[src/rtl/rxto_pkg.sv]
package rxto_pkg;

    // Register map of the block (address width is fixed by the map)
    localparam int unsigned REG_AW = 3;

    localparam logic [REG_AW-1:0] A_LIM_LO = 3'd0;
    localparam logic [REG_AW-1:0] A_LIM_HI = 3'd1;
    localparam logic [REG_AW-1:0] A_FEAT   = 3'd2;
    localparam logic [REG_AW-1:0] A_IDENT  = 3'd3;
    localparam logic [REG_AW-1:0] A_RXDATA = 3'd4;
    localparam logic [REG_AW-1:0] A_LINE   = 3'd5;
    localparam logic [REG_AW-1:0] A_MODEM  = 3'd6;

    // Position of the periodic-mode select inside the feature register
    localparam int unsigned PERIODIC_BIT = 6;

    typedef enum logic {
        ST_QUIET = 1'b0,
        ST_PEND  = 1'b1
    } irq_state_t;

endpackage

[src/rtl/rxto_regs.sv]
module rxto_regs
    import rxto_pkg::*;
#(
    parameter int unsigned HALF_W = 8,
    localparam int unsigned CNT_W = 2 * HALF_W
) (
    input  logic              clk,
    input  logic              rst_n,
    input  logic              wr_en,
    input  logic [REG_AW-1:0] wr_addr,
    input  logic [HALF_W-1:0] wr_data,
    output logic [CNT_W-1:0]  lim_next,
    output logic              periodic,
    output logic              cfg_evt
);

    logic [HALF_W-1:0] lo_q, lo_d;
    logic [HALF_W-1:0] hi_q, hi_d;
    logic              mode_q, mode_d;
    logic              lim_wr, mode_flip;

    always_comb begin
        lo_d      = lo_q;
        hi_d      = hi_q;
        mode_d    = mode_q;
        lim_wr    = 1'b0;
        mode_flip = 1'b0;
        if (wr_en) begin
            case (wr_addr)
                A_LIM_LO: begin
                    lo_d   = wr_data;
                    lim_wr = 1'b1;
                end
                A_LIM_HI: begin
                    hi_d   = wr_data;
                    lim_wr = 1'b1;
                end
                A_FEAT: begin
                    mode_d    = wr_data[PERIODIC_BIT];
                    mode_flip = (wr_data[PERIODIC_BIT] != mode_q);
                end
                default: ;
            endcase
        end
    end

    always_ff @(posedge clk) begin
        if (!rst_n) begin
            lo_q   <= '0;
            hi_q   <= '0;
            mode_q <= 1'b0;
        end else begin
            lo_q   <= lo_d;
            hi_q   <= hi_d;
            mode_q <= mode_d;
        end
    end

    // The value the counter should hold after this cycle's write
    assign lim_next = {hi_d, lo_d};
    assign periodic = mode_q;
    assign cfg_evt  = lim_wr | mode_flip;

endmodule

[src/rtl/rxto_counter.sv]
module rxto_counter #(
    parameter int unsigned CNT_W = 16,
    parameter int unsigned LVL_W = 6
) (
    input  logic             clk,
    input  logic             rst_n,
    input  logic             char_tick,
    input  logic             rx_char,
    input  logic [LVL_W-1:0] fifo_level,
    input  logic [CNT_W-1:0] lim_next,
    input  logic             periodic,
    input  logic             cfg_evt,
    output logic             expire
);

    logic [CNT_W-1:0] cnt_q;
    logic             reload;
    logic             run;
    logic             last;

    // A zero limit keeps the counter parked at its reload value
    assign reload = rx_char | cfg_evt | (lim_next == '0);
    assign run    = periodic | (fifo_level != '0);
    assign last   = (cnt_q <= CNT_W'(1));
    assign expire = char_tick & run & ~reload & last;

    always_ff @(posedge clk) begin
        if (!rst_n) begin
            cnt_q <= '0;
        end else if (reload) begin
            cnt_q <= lim_next;
        end else if (char_tick && run) begin
            cnt_q <= last ? lim_next : cnt_q - CNT_W'(1);
        end
    end

endmodule

[src/rtl/rxto_irq_fsm.sv]
module rxto_irq_fsm
    import rxto_pkg::*;
(
    input  logic clk,
    input  logic rst_n,
    input  logic expire,
    input  logic clr,
    output logic irq
);

    irq_state_t state_q, state_d;

    always_comb begin
        state_d = state_q;
        unique case (state_q)
            ST_QUIET: if (expire)          state_d = ST_PEND;   // fire
            ST_PEND:  if (clr && !expire)  state_d = ST_QUIET;  // ack
            default:                       state_d = ST_QUIET;
        endcase
    end

    always_ff @(posedge clk) begin
        if (!rst_n) state_q <= ST_QUIET;
        else        state_q <= state_d;
    end

    always_comb begin
        irq = (state_q == ST_PEND);
    end

endmodule

[src/rtl/rx_idle_timeout.sv]
module rx_idle_timeout
    import rxto_pkg::*;
#(
    parameter int unsigned HALF_W = 8,
    parameter int unsigned LVL_W  = 6,
    localparam int unsigned CNT_W = 2 * HALF_W
) (
    input  logic              clk,
    input  logic              rst_n,
    input  logic              char_tick,
    input  logic              rx_char,
    input  logic [LVL_W-1:0]  fifo_level,
    input  logic              reg_wr,
    input  logic              reg_rd,
    input  logic [REG_AW-1:0] reg_addr,
    input  logic [HALF_W-1:0] reg_wdata,
    output logic              irq_out
);

    logic [CNT_W-1:0] lim_next;
    logic             periodic;
    logic             cfg_evt;
    logic             expire;
    logic             clr;

    // Only the identification read acts here; other reads are ignored
    assign clr = reg_rd & (reg_addr == A_IDENT);

    rxto_regs #(.HALF_W(HALF_W)) u_regs (
        .clk      (clk),
        .rst_n    (rst_n),
        .wr_en    (reg_wr),
        .wr_addr  (reg_addr),
        .wr_data  (reg_wdata),
        .lim_next (lim_next),
        .periodic (periodic),
        .cfg_evt  (cfg_evt)
    );

    rxto_counter #(.CNT_W(CNT_W), .LVL_W(LVL_W)) u_cnt (
        .clk        (clk),
        .rst_n      (rst_n),
        .char_tick  (char_tick),
        .rx_char    (rx_char),
        .fifo_level (fifo_level),
        .lim_next   (lim_next),
        .periodic   (periodic),
        .cfg_evt    (cfg_evt),
        .expire     (expire)
    );

    rxto_irq_fsm u_fsm (
        .clk    (clk),
        .rst_n  (rst_n),
        .expire (expire),
        .clr    (clr),
        .irq    (irq_out)
    );

endmodule

[config.mk]
export PLATFORM = sky130hd
export DESIGN_NAME = rx_idle_timeout
export DESIGN_NICKNAME = d
export VERILOG_FILES = /design/src/rtl/rxto_pkg.sv /design/src/rtl/rxto_regs.sv /design/src/rtl/rxto_counter.sv /design/src/rtl/rxto_irq_fsm.sv /design/src/rtl/rx_idle_timeout.sv
export SDC_FILE = /design/constraint.sdc
export NUM_CORES = 1
export LEC_CHECK = 0
export CORE_MARGIN = 5
export CORE_UTILIZATION = 49
export DETAILED_ROUTE_END_ITERATION = 7
export GPL_ROUTABILITY_DRIVEN = 0
export PLACE_DENSITY = 0.84
export SETUP_SLACK_MARGIN = 0.02
export SYNTH_ARGS = -nofsm -noshare
export SYNTH_HDL_FRONTEND = slang
export SYNTH_SLANG_ARGS = --single-unit
[constraint.sdc]
create_clock -name clk -period 2.18 [get_ports clk]
set_clock_uncertainty 0.1 [all_clocks]
set_input_delay 0.327 -clock clk [delete_from_list [all_inputs] [get_ports clk]]
set_output_delay 0.327 -clock clk [all_outputs]
set_load 0.02 [all_outputs]
==> impl_metrics.env <==
export IMPL_hp_class="reg -> reg"
export IMPL_wl_per_cell_um=19.3
export IMPL_min_period_over_period_pct=98.6
export IMPL_rsz0062_at_grt="true"
export IMPL_drtAntennaViolNets=0
export IMPL_synth_adder_area_share_pct=1.35
export IMPL_grt_pass1_vias=2032
export IMPL_total_power_mw=1.80
export IMPL_grt_overflow=0
export IMPL_die_h_um=71.5
export IMPL_place_area_um2=2460
export IMPL_clock_fmax_mhz=465
export IMPL_cts_sinks=34
export IMPL_crit_fanout=9
export IMPL_grt_usage_pct=24.6
export IMPL_hold_viol_final=0
export IMPL_multi_input_area_um2=1240
export IMPL_peakVddDrop_uv=747
export IMPL_rows=22
export IMPL_critPathArrivalTime_ns=2.23
export IMPL_cts_path_max_buffers=2
export IMPL_syn_instance_count=217
export IMPL_finalWirelength_um=6460
export IMPL_synth_top_area_share_pct=36.7
export IMPL_postCtsHoldBufs=0
export IMPL_synth_seq_area_share_pct=36.7
export IMPL_r2r_cells=7
export IMPL_dp_cells=326
export IMPL_grt_pass1_wl_um=9890
export IMPL_vias=2122
export IMPL_yosys_most_used_dff="dfxtp_1"
export IMPL_cts_clk_slew_worst_paths_ns=0.07
export IMPL_slew_viol_final=0
export IMPL_synth_edf_count=0
export IMPL_cts_tree="done"
export IMPL_synth_fp_nets=242
export IMPL_netlist_area_um2=1860
export IMPL_core_area_um2=3660
export IMPL_first_pass_iters=7
export IMPL_register_area_um2=681
export IMPL_cts_setup_buffers=0
export IMPL_final_nets=310
export IMPL_whs_endpoint="u_fsm.irq$_SDFF_PN0_"
export IMPL_tightestPinTransition_ns=0.435
export IMPL_area_delta_synth_final_pct=44.4
export IMPL_ys_seq_elements=34
export IMPL_crit_start="reg_addr[1]"
export IMPL_async_flop_share_pct=0
export IMPL_synth_mux_area_share_pct=6.47
export IMPL_reg2reg_slack_ns=0.04
export IMPL_initial_core_util_pct=50.7
export IMPL_synth_compound_area_share_pct=26.2
export IMPL_yosys_area_share_simple_pct=25.6
export IMPL_antenna_found_initial=0
export IMPL_drtIter0Drc=253
export IMPL_hpwl_um=4540
export IMPL_port_buffers=23
export IMPL_die_area_um2=5120
export IMPL_synth_area_leader_cell="dfxtp_1"
export IMPL_synth_top_family_by_area="compound AO/OA/AOI/OAI gates"
export IMPL_synthXorXnorAreaFrac_pct=0.472
export IMPL_clk_insertion_delay_late_ns=0.29
export IMPL_cp_required_ns=2.26
export IMPL_htreeDepth=2
export IMPL_reg2reg_to="u_cnt.cnt_q[13]$_SDFFE_PN0P_"
export IMPL_num_fill_cells=254
export IMPL_cts_buffers=5
export IMPL_stdcell_count=334
export IMPL_maxCapViolCount=0
export IMPL_final_area_um2=2680
export IMPL_synth_warnings=0
export IMPL_syn_avg_cell_area_um2=8.55
export IMPL_hp_start="u_fsm.irq$_SDFF_PN0_"
export IMPL_r2r_start="u_cnt.cnt_q[11]$_SDFFE_PN0P_"
export IMPL_dieWidth_um=71.5
export IMPL_drc=0
export IMPL_finalSetupViolCount=0
export IMPL_cts_root_buf="clkbuf_8"
export IMPL_endpoint_kind="flip-flop"
export IMPL_cp_start_kind="input port"
export IMPL_relSlewSlack_pct=70.7
export IMPL_hold_depth=2
export IMPL_grt_max_degree=19
export IMPL_crit_type="in -> reg"
export IMPL_yosys_top_cells_area="dfxtp_1 (37%), mux2i_1 (6.5%), nand2_1 (4.9%)"
export IMPL_synth_cell_types=56
export IMPL_status="finished, final reports clean"
export IMPL_leakage_nw=1.10
export IMPL_ios=24
export IMPL_num_antenna_cells=0
export IMPL_tns_ns=0
export IMPL_drive_gt1_share_pct=29.0
export IMPL_vias_per_cell=6.35
export IMPL_period_needed_ns=2.15
export IMPL_pwr_density_cell_nw_per_um2=674
==> cell type report <==
type | count | area share [%]
sequential | 34 | 25.4
multi-input combinational | 169 | 46.3
tap | 48 | 2.24
timing repair buffer | 69 | 21.8
clock inverter | 1 | 0.187
inverter | 6 | 0.841
clock buffer | 7 | 3.22
==> cell usage in the layout (no fill, tap or decap), types with 4 or more instances in the layout <==
cell             count
nand2_1             24
o21ai_0              6
nor3_1               7
a21oi_1             14
nor2_1              21
mux2i_1             12
dfxtp_1             34
clkbuf_8             6
dlygate4sd2_1        5
clkdlybuf4s50_1     17
nand3_1              6
a221o_1              4
inv_1                5
nor4_1               6
buf_4               43
==> layer usage <==
layer  part of all wire [%]  vias up  track usage [%]
li1                       -      970                -
met1                     38      992             29.8
met2                     50      137             41.6
met3                    9.3       23             7.43
met4                    2.7        0             7.93
met5                      0        -                0
==> timing repair <==
item	4_1_cts	5_1_grt
endpoints found under the setup margin	14	17
endpoints found under the hold margin	0	0
resized for setup	12	20
pin swaps	8	2
==> logic make-up after synthesis <==
kind of cell | after synthesis
flip-flops | 34
AND/OR/NAND/NOR | 90
adder cells (fa/ha/maj) | 2
multiplexers | 12
AO/OA/AOI/OAI | 64
XOR/XNOR | 1
buffers and inverters | 14
==> flip-flops by register name (all words and copies together) (netlist names) <==
register         cells
u_cnt.cnt_q         16
u_regs.hi_q          8
u_regs.lo_q          8
u_fsm.irq            1
u_regs.periodic      1
==> synth_stat cells, types with 4 or more instances <==
cell,count
dfxtp_1,34
nand2_1,24
nor2_1,21
a21oi_1,17
mux2i_1,12
nand3_1,7
nor3_1,7
nor4_1,7
o21ai_0,6
inv_1,5
a221o_1,4
buf_2,4
==> metrics by stage <==
step | utilization (%) | hold slack (ns) | setup slack, ns
5_1_grt | 73.2 | 0.401 | -0.0253
3_3_place_gp | 67.2 | 0.342 | -0.324
4_1_cts | 70.6 | 0.366 | 0.0256
2_1_floorplan | - | 0.354 | 0.0235
3_5_place_dp | 67.2 | 0.359 | -0.358
6_report | 73.2 | 0.375 | 0.0312
==> power by group <==
part / switching [mW] / total, mW / internal [mW]
clock: 0.237 / 0.492 / 0.255
combinational: 0.363 / 0.647 / 0.284
sequential: 0.0218 / 0.666 / 0.645
total: 0.621 / 1.80 / 1.18
==> worst max-delay path by stage <==
stage | end | depth (start not counted)
3_5_place_dp | u_cnt.cnt_q[15]$_SDFFE_PN0P_ | 7
3_3_place_gp | u_cnt.cnt_q[15]$_SDFFE_PN0P_ | 7
5_1_grt | u_cnt.cnt_q[13]$_SDFFE_PN0P_ | 7
2_1_floorplan | u_cnt.cnt_q[3]$_SDFFE_PN0P_ | 5
6_report | u_cnt.cnt_q[13]$_SDFFE_PN0P_ | 8
4_1_cts | u_cnt.cnt_q[13]$_SDFFE_PN0P_ | 7
==> critical path: stages <==
cell	delay [ns]
clkdlybuf4s50_1	0.54
nor3b_2	0.45
a2111oi_4	0.07
buf_4	0.17
o21ai_2	0.06
buf_4	0.20
nor3_2	0.07
a221o_1	0.33
(Power assumes the default switching activity.)
